## src/rtl/dma_addr_pkg.sv

```systemverilog
package dma_addr_pkg;

    localparam int ADDR_W  = 32;
    localparam int SHAMT_W = 3;

    typedef enum logic [1:0] {
        INC_ONE  = 2'd0,
        INC_TWO  = 2'd1,
        INC_FOUR = 2'd2,
        INC_HOLD = 2'd3
    } inc_e;

    typedef enum logic [1:0] {
        SZ_BYTE = 2'd0,
        SZ_HALF = 2'd1,
        SZ_WORD = 2'd2,
        SZ_RSVD = 2'd3
    } size_e;

    typedef enum logic {
        AM_ABS = 1'b0,
        AM_REL = 1'b1
    } amode_e;

    typedef struct packed {
        amode_e              mode;
        inc_e                inc;
        logic [ADDR_W-1:0]   field;
    } side_desc_t;

    typedef struct packed {
        amode_e mode;
        inc_e   inc;
    } side_cfg_t;

    // log2 of the unit width in bytes; the reserved code maps to a word
    function automatic logic [SHAMT_W-1:0] unit_log2(input size_e sz);
        case (sz)
            SZ_BYTE: unit_log2 = SHAMT_W'(0);
            SZ_HALF: unit_log2 = SHAMT_W'(1);
            default: unit_log2 = SHAMT_W'(2);
        endcase
    endfunction

    // total shift = log2(unit) + log2(stride count)
    function automatic logic [SHAMT_W-1:0] step_shift(input size_e sz, input inc_e ic);
        logic [SHAMT_W-1:0] s;
        s = unit_log2(sz);
        case (ic)
            INC_TWO:  s = s + SHAMT_W'(1);
            INC_FOUR: s = s + SHAMT_W'(2);
            default:  s = s;
        endcase
        return s;
    endfunction

endpackage

```

## src/rtl/dma_step_calc.sv

```systemverilog
module dma_step_calc
    import dma_addr_pkg::*;
#(
    parameter int AW = ADDR_W
) (
    input  size_e          size,
    input  inc_e           inc,
    output logic [AW-1:0]  step
);
    logic [SHAMT_W-1:0] shamt;

    always_comb begin
        shamt = step_shift(size, inc);
        if (inc == INC_HOLD) begin
            step = '0;
        end else begin
            step = AW'(1) << shamt;
        end
    end
endmodule

```

## src/rtl/dma_addr_side.sv

```systemverilog
module dma_addr_side
    import dma_addr_pkg::*;
#(
    parameter int AW = ADDR_W
) (
    input  logic            clk,
    input  logic            rst,
    input  logic            load,
    input  logic            first,
    input  side_desc_t      desc,
    input  size_e           size_q,
    input  logic            done,
    output logic [AW-1:0]   addr,
    output side_cfg_t       cfg
);
    logic [AW-1:0] addr_q;
    logic [AW-1:0] step;
    amode_e        mode_eff;
    logic [AW-1:0] load_val;

    dma_step_calc #(.AW(AW)) u_step (
        .size (size_q),
        .inc  (cfg.inc),
        .step (step)
    );

    always_comb begin
        mode_eff = first ? AM_ABS : desc.mode;
        if (mode_eff == AM_REL) begin
            load_val = addr_q + desc.field[AW-1:0];
        end else begin
            load_val = desc.field[AW-1:0];
        end
    end

    always_ff @(posedge clk) begin
        if (rst) begin
            addr_q   <= '0;
            cfg.mode <= AM_ABS;
            cfg.inc  <= INC_ONE;
        end else if (load) begin
            addr_q   <= load_val;
            cfg.mode <= mode_eff;
            cfg.inc  <= desc.inc;
        end else if (done) begin
            addr_q   <= addr_q + step;
        end
    end

    assign addr = addr_q;


    abs_load_chk: assert property (@(posedge clk) disable iff (rst)
        (load && (first || desc.mode == AM_ABS)) |=> addr == $past(desc.field[AW-1:0]));


    first_abs_chk: assert property (@(posedge clk) disable iff (rst)
        (load && first) |=> cfg.mode == AM_ABS);


    hold_code_chk: assert property (@(posedge clk) disable iff (rst)
        (!load && done && cfg.inc == INC_HOLD) |=> $stable(addr));


    idle_hold_chk: assert property (@(posedge clk) disable iff (rst)
        (!load && !done) |=> $stable(addr));


    step_bound_chk: assert property (@(posedge clk) disable iff (rst)
        (!load && done) |=> ((addr - $past(addr)) <= AW'(16)));
endmodule

```

## src/rtl/dma_addr_gen.sv

```systemverilog
module dma_addr_gen
    import dma_addr_pkg::*;
#(
    parameter int AW    = ADDR_W,
    parameter int SIDES = 2
) (
    input  logic            clk,
    input  logic            rst,
    input  logic            desc_load,
    input  logic            desc_first,
    input  logic [AW-1:0]   src_field,
    input  logic [AW-1:0]   dst_field,
    input  logic            src_rel,
    input  logic            dst_rel,
    input  logic [1:0]      src_inc,
    input  logic [1:0]      dst_inc,
    input  logic [1:0]      unit_size,
    input  logic            rd_done,
    input  logic            wr_done,
    output logic [AW-1:0]   src_addr,
    output logic [AW-1:0]   dst_addr,
    output logic            src_rel_q,
    output logic            dst_rel_q,
    output logic [1:0]      src_inc_q,
    output logic [1:0]      dst_inc_q
);
    localparam int SRC = 0;
    localparam int DST = 1;

    size_e         size_q;
    side_desc_t    desc  [SIDES];
    logic          done  [SIDES];
    logic [AW-1:0] addr  [SIDES];
    side_cfg_t     cfg   [SIDES];

    always_comb begin
        desc[SRC].mode  = amode_e'(src_rel);
        desc[SRC].inc   = inc_e'(src_inc);
        desc[SRC].field = src_field;
        desc[DST].mode  = amode_e'(dst_rel);
        desc[DST].inc   = inc_e'(dst_inc);
        desc[DST].field = dst_field;
        done[SRC]       = rd_done;
        done[DST]       = wr_done;
    end

    always_ff @(posedge clk) begin
        if (rst) begin
            size_q <= SZ_BYTE;
        end else if (desc_load) begin
            size_q <= size_e'(unit_size);
        end
    end

    for (genvar g = 0; g < SIDES; g++) begin : g_side
        dma_addr_side #(.AW(AW)) u_side (
            .clk    (clk),
            .rst    (rst),
            .load   (desc_load),
            .first  (desc_first),
            .desc   (desc[g]),
            .size_q (size_q),
            .done   (done[g]),
            .addr   (addr[g]),
            .cfg    (cfg[g])
        );
    end

    assign src_addr  = addr[SRC];
    assign dst_addr  = addr[DST];
    assign src_rel_q = cfg[SRC].mode;
    assign dst_rel_q = cfg[DST].mode;
    assign src_inc_q = cfg[SRC].inc;
    assign dst_inc_q = cfg[DST].inc;


    load_wins_chk: assert property (@(posedge clk) disable iff (rst)
        (desc_load && !desc_first && !src_rel && rd_done) |=> src_addr == $past(src_field));
endmodule

```

## config.mk

```make
export PLATFORM = sky130hd
export DESIGN_NAME = dma_addr_gen
export DESIGN_NICKNAME = d
export VERILOG_FILES = /design/src/rtl/dma_addr_pkg.sv /design/src/rtl/dma_step_calc.sv /design/src/rtl/dma_addr_side.sv /design/src/rtl/dma_addr_gen.sv
export SDC_FILE = /design/constraint.sdc
export NUM_CORES = 1
export LEC_CHECK = 0
export ABC_AREA = 1
export BUFFER_PORTS_ARGS = -buffer_cell sky130_fd_sc_hd__buf_2
export CORE_MARGIN = 1
export CORE_UTILIZATION = 45
export CTS_CLUSTER_DIAMETER = 60
export DETAILED_ROUTE_END_ITERATION = 12
export GPL_TIMING_DRIVEN = 0
export PLACE_DENSITY_LB_ADDON = 0.08
export SLEW_MARGIN = 20
export SYNTH_ARGS = -nofsm -noshare
export SYNTH_HDL_FRONTEND = slang
export SYNTH_SLANG_ARGS = --single-unit
```

## constraint.sdc

```tcl
create_clock -name clk -period 6.3 [get_ports clk]
set_input_delay 1.89 -clock clk [delete_from_list [all_inputs] [get_ports clk]]
set_output_delay 1.89 -clock clk [all_outputs]
set_load 0.05 [all_outputs]
```

Word-level counts from Yosys, hierarchy flattened
Index checks and enable logic that the tools add are counted.
{"block": "word_totals", "regBits": 72, "word_cells": 38, "output_inout_bits": 70, "input_bits": 78}
{"block": "op_classes", "n_mux": 13, "reduce_logical": 3, "eq_ne": 7, "shift": 2, "add_sub_neg": 6}
{"cell": "2-to-1 mux 32 bit", "n": 8}
{"cell": "adder 32 bit", "n": 4}
{"cell": "left shift 1 x 3 -> 32 bit (first input constant)", "n": 2}
{"cell": "case mux 3 bit (2 select lines)", "n": 2}
{"cell": "== test 2 bit (second input constant)", "n": 4}
{"cell": "== test 2 x 1 -> 1 bit (second input constant)", "n": 3}
{"cell": "case mux 2 bit (2 select lines)", "n": 1}
{"cell": "nonzero test 2 bit", "n": 2}
{"cell": "adder 2 x 1 -> 3 bit (second input constant)", "n": 1}
{"cell": "adder 3 x 2 -> 3 bit (second input constant)", "n": 1}
{"cell": "zero test 2 bit", "n": 1}
{"cell": "2-to-1 mux 1 bit", "n": 2}

Longest topological paths before layout
{"block": "logic_depth", "depth_word": 9, "mapped_depth": 25, "ltp_nobuf": 25}

Cells and area by module
From an unflattened synthesis, not the netlist that was laid out.
{"block": "unflattened", "cells_unflattened": 2650, "hier_area_um2": 14008.4}
{"module": "dma_addr_side at g_side[0].u_side", "seq_area_each_um2": 700.7, "cells_each": 1250, "area_per_inst_um2": 6547.5, "n_inst": 1}
{"module": "dma_addr_side at g_side[1].u_side", "seq_area_each_um2": 700.7, "cells_each": 1249, "area_per_inst_um2": 6486.2, "n_inst": 1}
{"module": "dma_step_calc", "seq_area_each_um2": 0.0, "cells_each": 69, "area_per_inst_um2": 446.7, "n_inst": 2}
{"module": "dma_addr_gen", "seq_area_each_um2": 40.0, "cells_each": 13, "area_per_inst_um2": 81.3, "n_inst": 1}

Worst setup path before layout
OpenSTA, ideal clock, no wires.
{"block": "synth_path", "path_kind": "input-to-reg", "start": "input src_field[0]", "end": "register g_side[0].u_side.addr_q[28]", "slack_ns": 2.816, "cell_stages": 15, "arrival_time_ns": 3.375, "setup_time_ns": 0.109, "cell_sequence": "ha_1 inv_1 fa_1 inv_1 nand3_1 nand3_1 nand3_1 nand3_1 nand2_1 nand3_1 nand3_1 nand2_1 nand3_1 nand2_1 inv_1"}
{"block": "synth_between", "elab_chain_cells": 3}
{"element": "start: declaration", "line_no": "dma_addr_gen.sv:11", "source": "input logic [AW-1:0] src_field,"}
{"element": "adder 32 bit", "line_no": "dma_addr_side.sv:30", "source": "load_val = addr_q + desc.field[AW-1:0];"}
{"element": "2-to-1 mux 32 bit", "line_no": "dma_addr_side.sv:29", "source": "if (mode_eff == AM_REL) begin"}
{"element": "2-to-1 mux 32 bit", "line_no": "dma_addr_side.sv:41", "source": "end else if (load) begin"}
{"element": "end signal: assignment", "line_no": "dma_addr_side.sv:42", "source": "addr_q <= load_val;"}
{"element": "end signal: assignment", "line_no": "dma_addr_side.sv:46", "source": "addr_q <= addr_q + step;"}
{"element": "end: declaration", "line_no": "dma_addr_side.sv:16", "source": "logic [AW-1:0] addr_q;"}
Every way passes these cells.
A chain may end at the register's enable or synchronous reset.

Worst setup path after layout
Ends and elaborated chain as after synthesis.

==> impl_metrics.json <==
{
  "status": "finished, final reports clean",
  "n_fill_cell": 2607,
  "cts_tree": "done",
  "finalWorstPathRequiredPeriod_ps": 3750,
  "syn_to_final_growth_pct": 13.4,
  "seq_power_share": 0.268,
  "via_count": 13528,
  "ff2ff_setup_slack_ps": 2860,
  "hold_violations": 0,
  "drc": 0,
  "path_depth": 16,
  "core_um2": 23500,
  "start_util": 0.460,
  "synthTopCellsByArea": "nand2_1, dfxtp_1, inv_1",
  "pre_cts_ws_ps": 2240,
  "cts_root_buf": "clkbuf_16",
  "cp_common_cell": "nand3_1",
  "cp_data_arrival_time_ps": 3990,
  "dpl.hpwl_mm": 34.0,
  "drt_iter0_drc": 1399,
  "dieArea_um2": 24700,
  "synth_area_leader_cell": "nand2_1",
  "num_rows": 56,
  "synthFlopType": "dfxtp_1",
  "combPwrFrac": 0.482,
  "irDropWorstVdd_uv": 128,
  "drt-wirelength-per-cell_um": 16.4,
  "p_int_mw": 1.13,
  "synth_enable_flop_cells": 0,
  "leakage_nw": 7.17,
  "clk-insertion-delay-late_ps": 350,
  "worst_slack_ps": 2550,
  "ctsHtreeMaxLevel": 3,
  "antenna_found_initial": 0,
  "power.share.switching": 0.478,
  "cap_violations": 0,
  "slowest_stage": "fa_1",
  "nets": 2383,
  "power.total_mw": 2.17,
  "num_antenna_cells": 0,
  "grt_pass1_vias": 11855,
  "period_share": 0.595,
  "synth_top_area_share": 0.259,
  "grt_max_degree": 14,
  "cts_buffers": 9,
  "cp_max_fo": 4,
  "cp-start-kind": "input port",
  "grt_pass1_wl_mm": 63.7,
  "crit_end": "g_side[0].u_side.addr[28]",
  "post-route-util": 0.522,
  "startpoint": "src_field[0]",
  "worstReg2RegStart": "g_side[0].u_side.cfg[0]",
  "yosys.cell_types.count": 48,
  "hp-class": "register to register",
  "fin_area_um2": 12300,
  "synthCells": 2057,
  "seq_area_frac_synth": 0.133,
  "syn_area_per_cell_um2": 5.27,
  "ioPinCount": 148,
  "setup-violations-final": 0,
  "max-slew-margin-rel": 0.309,
  "power.density_nw_per_um2": 177,
  "clkPwrFrac": 0.249,
  "clkTransAtPathRegs_ps": 70,
  "grt_util_all_layers": 0.336,
  "finalWirelength_mm": 41.6,
  "r2r_end": "g_side[0].u_side.addr[26]",
  "p_sw_mw": 1.04,
  "yosysMostFrequentCell": "nand2_1",
  "cp_top_family": "simple AND/OR/NAND/NOR gates",
  "crit_type": "input port to register",
  "cts_resized": 0,
  "post_cts_buffers": 0,
  "clockBufferDepth": 2,
  "rsz0062_at_grt": "false",
  "die_h_um": 157,
  "setup_tns_ps": 0,
  "critPathBufInv": 4,
  "synth_warnings": 0,
  "routabilityCongestion": 0.969,
  "crit_required_ps": 6540,
  "cp_cell_sequence": "buf_2, ha_1, inv_1, fa_1, inv_1, nand3_1, nand3_1, nand3_1, nand3_1, nand2_1, nand3_1, nand3_1, nand2_1, nand3_1, nand2_1, inv_1",
  "finalClockSkew_ps": 12.2,
  "ant_nets": 0,
  "synth_area_um2": 10800,
  "grt_overflow": 0,
  "tightest_slew_ps": 1040,
  "via_per_inst": 5.32,
  "rr_worst_depth": 22,
  "cp-end-kind": "register",
  "cts_num_sinks": 72,
  "fp.dieW_um": 157,
  "post_dp_cell_area_um2": 12000,
  "synthTopCellsByCount": "nand2_1, inv_1, nand3_1",
  "drt_pre_antenna_iters": 6,
  "fmax_ghz": 0.267,
  "slew_viol_final": 0,
  "hold_buffers": 0,
  "async_reset_ff_frac": 0,
  "drive_above_1_share": 0.0918,
  "cpPeakStageDelay_ps": 400,
  "io_buffers": 146,
  "ys_ff_latch": 72
}
power groups by stage:
| stage | sequential (mW) | combinational, mW | clock, mW |
|---|---|---|---|
| floorplan | 0.698 | 0.620 | 0 |
| global placement | 0.591 | 1.02 | 0 |
| detailed placement | 0.591 | 1.03 | 0 |
| CTS | 0.581 | 1.03 | 0.544 |
| global route | 0.587 | 1.17 | 0.566 |
| finish | 0.584 | 1.05 | 0.542 |
worst reg2reg max path: cells and delay by family, from the launching register on:
kind | cells | cell delay (ps)
buffers and inverters | 3 | 220
adder cells (fa/ha/maj) | 3 | 720
AO/OA/AOI/OAI | 2 | 550
flip-flops | 1 | 380
AND/OR/NAND/NOR | 14 | 1460
per-stage QoR:
step           std cells  hold WS, ps
2_1_floorplan       2060          501
3_3_place_gp        2525          497
3_5_place_dp        2525          505
4_1_cts             2541          527
5_1_grt             2541          553
6_report            2541          527
registers in the layout, summed over array words and instances, names as in the netlist:
name / count
g_side.u_side.addr: 64
g_side.u_side.cfg: 6
size_q: 2
worst min path at each step:
stage / cells after the start / end / start / slack, ps
after floorplan: 2 / size_q[0] / size_q[0] / 500
after global placement: 2 / g_side[1].u_side.cfg[2] / g_side[1].u_side.cfg[2] / 500
after detailed placement: 2 / g_side[1].u_side.cfg[2] / g_side[1].u_side.cfg[2] / 500
after CTS: 2 / g_side[1].u_side.cfg[1] / g_side[1].u_side.cfg[1] / 530
after global routing: 2 / g_side[1].u_side.cfg[1] / g_side[1].u_side.cfg[1] / 550
final: 2 / g_side[1].u_side.cfg[2] / g_side[1].u_side.cfg[2] / 530
cells by family after synthesis:
kind of cell / share of synthesized area
buf+inv: 0.142
xor+xnor: 0.0267
flops: 0.133
other cells: 0.000346
fa+ha+maj: 0.104
simple gates: 0.448
compound gates: 0.145
layout by cell type (no fill, tap or decap), types with 3 or more instances in the layout:
master / count
nand2_1: 746
o21bai_1: 8
and3_1: 4
o21ai_0: 111
o2111ai_1: 4
clkinv_4: 3
inv_1: 362
nand4_1: 24
nand3b_1: 4
nor2_1: 160
nand3_1: 163
xor2_1: 20
nor3_1: 36
buf_2: 152
xnor2_1: 13
fa_1: 4
and2_1: 4
conb_1: 4
a31oi_1: 4
ha_1: 84
o21ai_1: 5
nor2_2: 6
inv_2: 4
clkbuf_16: 9
buf_1: 4
a21o_1: 4
clkbuf_1: 28
o211ai_1: 17
a21oi_1: 123
or2_2: 6
nand2_2: 7
dfxtp_1: 72
metal layers:
metal	up-vias	GRT usage	routed length, µm
met4	0	0.0564	456
met5	-	0	0
met3	37	0.0559	3740
li1	6839	-	-
met1	6086	0.496	19900
met2	566	0.510	17500
area by class of cell:
| cell class | count | area, µm² | share of cell area |
|---|---|---|---|
| Sequential cell | 72 | 1440 | 0.117 |
| Clock buffer | 10 | 239 | 0.0195 |
| Clock inverter | 6 | 68.8 | 0.00560 |
| Timing Repair Buffer | 146 | 731 | 0.0595 |
| Buffer | 40 | 169 | 0.0138 |
| Inverter | 366 | 1370 | 0.112 |
| Multi-Input combinational cell | 1582 | 7860 | 0.640 |
| Tap cell | 319 | 399 | 0.0325 |
Note: power is estimated with default switching activity, not from simulation.
